<file path="src/rtl/dac_term_pkg.sv">
package dac_term_pkg;
  localparam int DAC_COUNT  = 3;
  localparam int COMP_IDX   = 0;
  localparam int LUMA_IDX   = 1;
  localparam int CHROMA_IDX = 2;
  localparam int SENSE_COUNT = 2;

  typedef struct packed {
    logic sample;      // capture inputs this cycle
    logic autoActive;  // automatic power decision applies
  } ctrl_strobe_t;
endpackage

</file>
<file path="src/rtl/dac_term_ctrl.sv">
module dac_term_ctrl
  import dac_term_pkg::*;
#(
  parameter int MODE_W    = 2,
  parameter int AUTO_MODE = 1
) (
  input  logic                 frameStart,
  input  logic [MODE_W-1:0]    modeSel,
  input  logic [DAC_COUNT-1:0] dacEnable,
  output ctrl_strobe_t         strobes
);
  localparam logic [MODE_W-1:0] AutoCode = MODE_W'(AUTO_MODE);

  logic modeIsAuto;
  logic allEnabled;

  always_comb begin
    // every other code, the unused ones included, means report-only
    modeIsAuto = (modeSel == AutoCode);
    allEnabled = &dacEnable;
    strobes.sample     = frameStart;
    strobes.autoActive = modeIsAuto && allEnabled;
  end
endmodule

</file>
<file path="src/rtl/dac_term_dp.sv">
module dac_term_dp
  import dac_term_pkg::*;
(
  input  logic                   clk,
  input  logic                   rstN,
  input  ctrl_strobe_t           strobes,
  input  logic                   compTermIn,
  input  logic                   lumaTermIn,
  input  logic [DAC_COUNT-1:0]   manualPd,
  input  logic [DAC_COUNT-1:0]   dacEnable,
  output logic [SENSE_COUNT-1:0] termStatus,
  output logic [DAC_COUNT-1:0]   dacPowerOn
);
  logic [SENSE_COUNT-1:0] senseNow;
  logic [DAC_COUNT-1:0]   basePower;
  logic [DAC_COUNT-1:0]   nextPower;
  logic                   autoActiveQ;

  assign senseNow[COMP_IDX] = compTermIn;
  assign senseNow[LUMA_IDX] = lumaTermIn;

  genvar gi;
  generate
    for (gi = 0; gi < DAC_COUNT; gi++) begin : g_base
      assign basePower[gi] = dacEnable[gi] & ~manualPd[gi];
    end
  endgenerate

  always_comb begin
    nextPower = basePower;
    if (strobes.autoActive) begin
      nextPower[COMP_IDX]   = basePower[COMP_IDX] & senseNow[COMP_IDX];
      nextPower[LUMA_IDX]   = basePower[LUMA_IDX] & senseNow[LUMA_IDX];
      nextPower[CHROMA_IDX] = basePower[CHROMA_IDX] & nextPower[LUMA_IDX];
    end
  end

  always_ff @(posedge clk or negedge rstN) begin
    if (!rstN) begin
      termStatus  <= '1;
      dacPowerOn  <= '1;
      autoActiveQ <= 1'b0;
    end else if (strobes.sample) begin
      termStatus  <= senseNow;
      dacPowerOn  <= nextPower;
      autoActiveQ <= strobes.autoActive;
    end
  end

  assert_hold_R3: assert property (@(posedge clk) disable iff (!rstN)
    !strobes.sample |=> $stable(termStatus) && $stable(dacPowerOn));

  assert_status_capture_R2: assert property (@(posedge clk) disable iff (!rstN)
    strobes.sample |=> termStatus == $past({lumaTermIn, compTermIn}));

  assert_report_only_R4: assert property (@(posedge clk) disable iff (!rstN)
    strobes.sample && !strobes.autoActive |=> dacPowerOn == $past(dacEnable & ~manualPd));

  assert_comp_auto_R6: assert property (@(posedge clk) disable iff (!rstN)
    strobes.sample && strobes.autoActive && !compTermIn |=> !dacPowerOn[COMP_IDX]);

  assert_luma_auto_R7: assert property (@(posedge clk) disable iff (!rstN)
    strobes.sample && strobes.autoActive && !lumaTermIn |=> !dacPowerOn[LUMA_IDX]);

  assert_chroma_tie_R8: assert property (@(posedge clk) disable iff (!rstN)
    autoActiveQ && !dacPowerOn[LUMA_IDX] |-> !dacPowerOn[CHROMA_IDX]);

  assert_manual_wins_R10: assert property (@(posedge clk) disable iff (!rstN)
    strobes.sample |=> (dacPowerOn & $past(manualPd)) == '0);
endmodule

</file>
<file path="src/rtl/dac_term_detect.sv">
module dac_term_detect
  import dac_term_pkg::*;
#(
  parameter int MODE_W    = 2,
  parameter int AUTO_MODE = 1
) (
  input  logic        clk,
  input  logic        rstN,
  input  logic        frameStart,
  input  logic        compTermIn,
  input  logic        lumaTermIn,
  input  logic [MODE_W-1:0] modeSel,
  input  logic [2:0]  manualPd,
  input  logic [2:0]  dacEnable,
  output logic [1:0]  termStatus,
  output logic [2:0]  dacPowerOn
);
  ctrl_strobe_t strobes;

  dac_term_ctrl #(.MODE_W(MODE_W), .AUTO_MODE(AUTO_MODE)) u_ctrl (
    .frameStart (frameStart),
    .modeSel    (modeSel),
    .dacEnable  (dacEnable),
    .strobes    (strobes)
  );

  dac_term_dp u_dp (
    .clk        (clk),
    .rstN       (rstN),
    .strobes    (strobes),
    .compTermIn (compTermIn),
    .lumaTermIn (lumaTermIn),
    .manualPd   (manualPd),
    .dacEnable  (dacEnable),
    .termStatus (termStatus),
    .dacPowerOn (dacPowerOn)
  );

  assert_reset_R1: assert property (@(posedge clk)
    !rstN |=> (termStatus == 2'b11) && (dacPowerOn == 3'b111));
endmodule

</file>
<file path="config.mk">
export PLATFORM = sky130hd
export DESIGN_NAME = dac_term_detect
export DESIGN_NICKNAME = d
export VERILOG_FILES = /design/src/rtl/dac_term_pkg.sv /design/src/rtl/dac_term_ctrl.sv /design/src/rtl/dac_term_dp.sv /design/src/rtl/dac_term_detect.sv
export SDC_FILE = /design/constraint.sdc
export NUM_CORES = 1
export LEC_CHECK = 0
export BUFFER_PORTS_ARGS = -buffer_cell sky130_fd_sc_hd__buf_4
export CAP_MARGIN = 20
export CELL_PAD_IN_SITES_DETAIL_PLACEMENT = 0
export CELL_PAD_IN_SITES_GLOBAL_PLACEMENT = 1
export CORE_AREA = 8 8 45 47
export DETAILED_ROUTE_END_ITERATION = 8
export DIE_AREA = 0 0 53 55
export GPL_TIMING_DRIVEN = 0
export HOLD_SLACK_MARGIN = 0.12
export PLACE_DENSITY = 0.65
export SLEW_MARGIN = 20
export SYNTH_ARGS = -nofsm -noshare
export SYNTH_HDL_FRONTEND = slang
export SYNTH_SLANG_ARGS = --single-unit
</file>
<file path="constraint.sdc">
create_clock -name clk -period 0.8 [get_ports clk]
set_input_delay 0.04 -clock clk [delete_from_list [all_inputs] [get_ports clk]]
set_output_delay 0.04 -clock clk [all_outputs]
set_load 0.1 [all_outputs]
</file>
* Word level (Yosys, flattened, before mapping)
Index checks and enable logic that the tools add are counted.
** Word-level totals
- Bits in registers :: 5
- Bits of input ports :: 13
- Output and inout bits :: 5
- Word-level logic and storage cells :: 15
** Cells by class
- Equal/unequal tests :: 1
- Mux-type cells :: 1
- Bitwise logic cells :: 9
- Reduce and logical (&&, ||, !) cells :: 2
** Operators by type and width (number)
- AND 1 bit :: 6
- 2-to-1 mux 3 bit :: 1
- inverter 1 bit :: 3
- AND reduction 3 bit :: 1
- == test 2 x 1 -> 1 bit, second input constant :: 1
- logical AND 1 bit :: 1

* Logic depth before layout (Yosys ltp)
- Depth after elaboration :: 5
- Depth in mapped cells :: 3
- Mapped depth without buffers :: 2

* By module
From an unflattened synthesis, not the netlist that was laid out.
** Unflattened totals
- Cells, all modules :: 24
- Area, all modules :: 280.3 um^2
** By module, submodules not included
- dac_term_dp :: times used 1, cells an instance 20, area each 257.7 um^2, sequential area each 131.4 um^2
- dac_term_ctrl :: times used 1, cells an instance 4, area each 22.5 um^2, sequential area each 0.0 um^2

* Worst setup path after synthesis
Ideal clock, no wire load.
- Path kind :: register to register
- Start point :: reg, netlist name u_dp.dacPowerOn[0]
- End point :: reg u_dp.dacPowerOn[0]
- Library setup time :: 0.062 ns
- Data arrival time :: 1.173 ns
- Data required time :: 0.738 ns
- Setup slack :: -0.435 ns
- Stages on the path, launching flop included :: 3
- Path buffers :: 0
- Clock period less this slack :: 1.235 ns
- Cells stage by stage :: dfstp_2 > and2b_2 > o32a_1
** RTL lines
- end signal: assignment :: RTL line dac_term_dp.sv:45 : dacPowerOn <= nextPower;
- end: declaration :: RTL line dac_term_dp.sv:12 : output logic [DAC_COUNT-1:0] dacPowerOn

* Worst setup path in the final report
- Start point :: reg u_dp.dacPowerOn[0]
- End point :: out dacPowerOn[0]
** RTL lines
- end: declaration :: RTL line dac_term_detect.sv:16 : output logic [2:0] dacPowerOn
No word-level cell between the ends.

==> impl_metrics.ini <==
[power]
p_leak_nw = 0.257
irDropWorstVdd_mv = 1.12
p_per_area_nw_per_um2 = 1810

[critical_path]
cp_slowest_stage_delay_ns = 0.62
crit_required_ns = 0.76
critPathBufInv = 1
cp_data_arrival_time_ns = 1.03
worstPathMaxFanout = 2
cp-end-kind = output port
cp_slowest_cell = dfstp_4
crit_chain = buf_12
cpLargestDelayFamily = flip-flops
crit_path_start_kind = register
path_class = register to output port

[detailed_routing]
drtIter0Drc = 1
drt_pass1_iterations = 2
vias_per_cell = 4.12
routed_wl_um = 752
vias = 235
wl_per_cell_um = 13.2
route.detailed.drc = 0
ant_nets = 0

[sta]
setup_ws_ns = -0.269
fmax_mhz = 936
maxSlewHeadroom = 0.925
hold_violations = 0
setup-tns-final_ns = -1.75
slew_violations = 0
finClkSkew_ns = 0
worst_pin_slew_ns = 0.112
rsz0062_at_grt = yes
finalCritPeriodShare = 1.34
period_minus_slack_ns = 1.07
finalSetupViolations = 10

[clock_tree]
path_clk_slew_ns = 0.04
cts_setup_buffers = 0
htree_levels = 1
postCtsHoldBufs = 1
tritoncts = yes
clock_path_buffers = 2
cts_buffers = 3
insertion_delay_ns = 0.23
cts-root-buf = clkbuf_4
clock-sinks = 5

[layout]
finish.utilization = 0.398
finalInstanceArea_um2 = 551
n_fill_cell = 139
n_antenna_cell = 0
finalNetCount = 55
final_cell_count_no_fill = 57
drive_above_1_share = 0.829
syn_to_final_growth_pct = 93.0

[grt]
grt_pass1_vias = 298
grt_pass1_wl_um = 1280
grt_usage = 0.0631
antenna_found_initial = 0
grt_max_degree = 10
overflow = 0

[yosys]
synth_top_cells_by_area = dfstp_2 (46%), and3b_2 (11%), o32a_1 (11%)
seq_area_frac_synth = 0.461
ys_warn_count = 0
synth_seq_cells = 5
syn_nets = 33
synth_area_leader_cell = dfstp_2
synthCells = 20
ys_types = 9
syn_area_um2 = 285
avgSynthCellArea_um2 = 14.3
synth_top_area_frac = 0.461

[die]
die_width_um = 53
initial_core_util = 0.206
die_h_um = 55
dieArea_um2 = 2920
rows = 14
coreArea_um2 = 1380
io_pins = 18

[placement]
dpl.hpwl_um = 601
dpl.cell_count = 52
numPortBuffers = 16
gp_congestion = 0.675
placed_cell_area_um2 = 452

[status]
status = finished, violations left
violations = setup timing

[run]
drv_cap = 0

[worst_hold_path]
hold_class = input pin to register
cell usage in the layout (no fill, tap or decap):
cell type,n
and3b_2,3
nand4b_4,1
clkbuf_4,3
buf_12,5
mux2_4,2
buf_6,1
clkbuf_1,1
nand2_1,1
buf_4,11
dlygate4sd3_1,1
and2b_2,3
dfstp_4,5
nor2b_1,1
o32a_1,3
timing repair:
item | in CTS | in global routing
resized for setup | 15 | 0
hold endpoints to repair | 9 | 4
pin swaps | 0 | 0
endpoints found under the setup margin | 8 | 10
Yosys cell counts:
library cell and number:
nand4b_4 1, nand2_1 1, and2b_2 3, and3b_2 3
o32a_1 3, dfstp_2 5, mux2_2 2, buf_6 1
nor2b_1 1
sequential cells by signal, summed over array words and instances (netlist names):
name,count
u_dp.dacPowerOn,3
u_dp.termStatus,2
routing by layer:
metal | GRT usage | up-vias | routed length (um)
met5 | 0 | - | 0
met4 | 0.0517 | 0 | 0
met3 | 0.0348 | 0 | 39
met2 | 0.117 | 3 | 484
met1 | 0.0461 | 114 | 228
li1 | - | 118 | -
through the flow:
step | setup slack [ns] | total power, mW | hold WS (ns)
2_1_floorplan | -0.318 | 0.554 | -0.107
3_3_place_gp | -0.116 | 0.643 | 0.0220
3_5_place_dp | -0.117 | 0.645 | 0.0239
4_1_cts | -0.280 | 1.02 | 0.0471
5_1_grt | -0.301 | 1.06 | 0.0492
6_report | -0.269 | 0.994 | 0.0547
report_power, final:
part / internal, mW / leakage, nW / switching [mW]
logic: 0.169 / 0.187 / 0.216
registers: 0.307 / 0.0555 / 0.0235
clock network: 0.188 / 0.0150 / 0.0912
total: 0.663 / 0.257 / 0.331
final cells by class:
cell class                      instances  area [um2]  share of cell area
Buffer                                  1        11.3              0.0205
Timing Repair Buffer                   17         193               0.350
Multi-Input combinational cell         14         150               0.273
Sequential cell                         5         150               0.273
Tap cell                               16        20.0              0.0364
Clock buffer                            4        26.3              0.0477
kinds of logic after synthesis:
logic type             synth area share
and+or+nand+nor                   0.316
DFF                               0.461
AOI/OAI and AO/OA                 0.105
muxes                            0.0789
buffers and inverters            0.0395
path summary, 6_finish.rpt:
kind / from / endpoint / slack, ns / cells after the start
setup reg to reg: u_dp.dacPowerOn[0] / u_dp.dacPowerOn[0] / -0.14 / 2
max in group asynchronous: rstN / u_dp.termStatus[1] / 0.45 / 2
setup / recovery: u_dp.dacPowerOn[0] / dacPowerOn[0] / -0.27 / 1
hold / removal: compTermIn / u_dp.termStatus[0] / 0.05 / 2
min in group asynchronous: rstN / u_dp.dacPowerOn[1] / 0.33 / 2
hold reg to reg: u_dp.termStatus[0] / u_dp.termStatus[0] / 0.74 / 1
No activity file was read; power rests on OpenSTA's default activity.
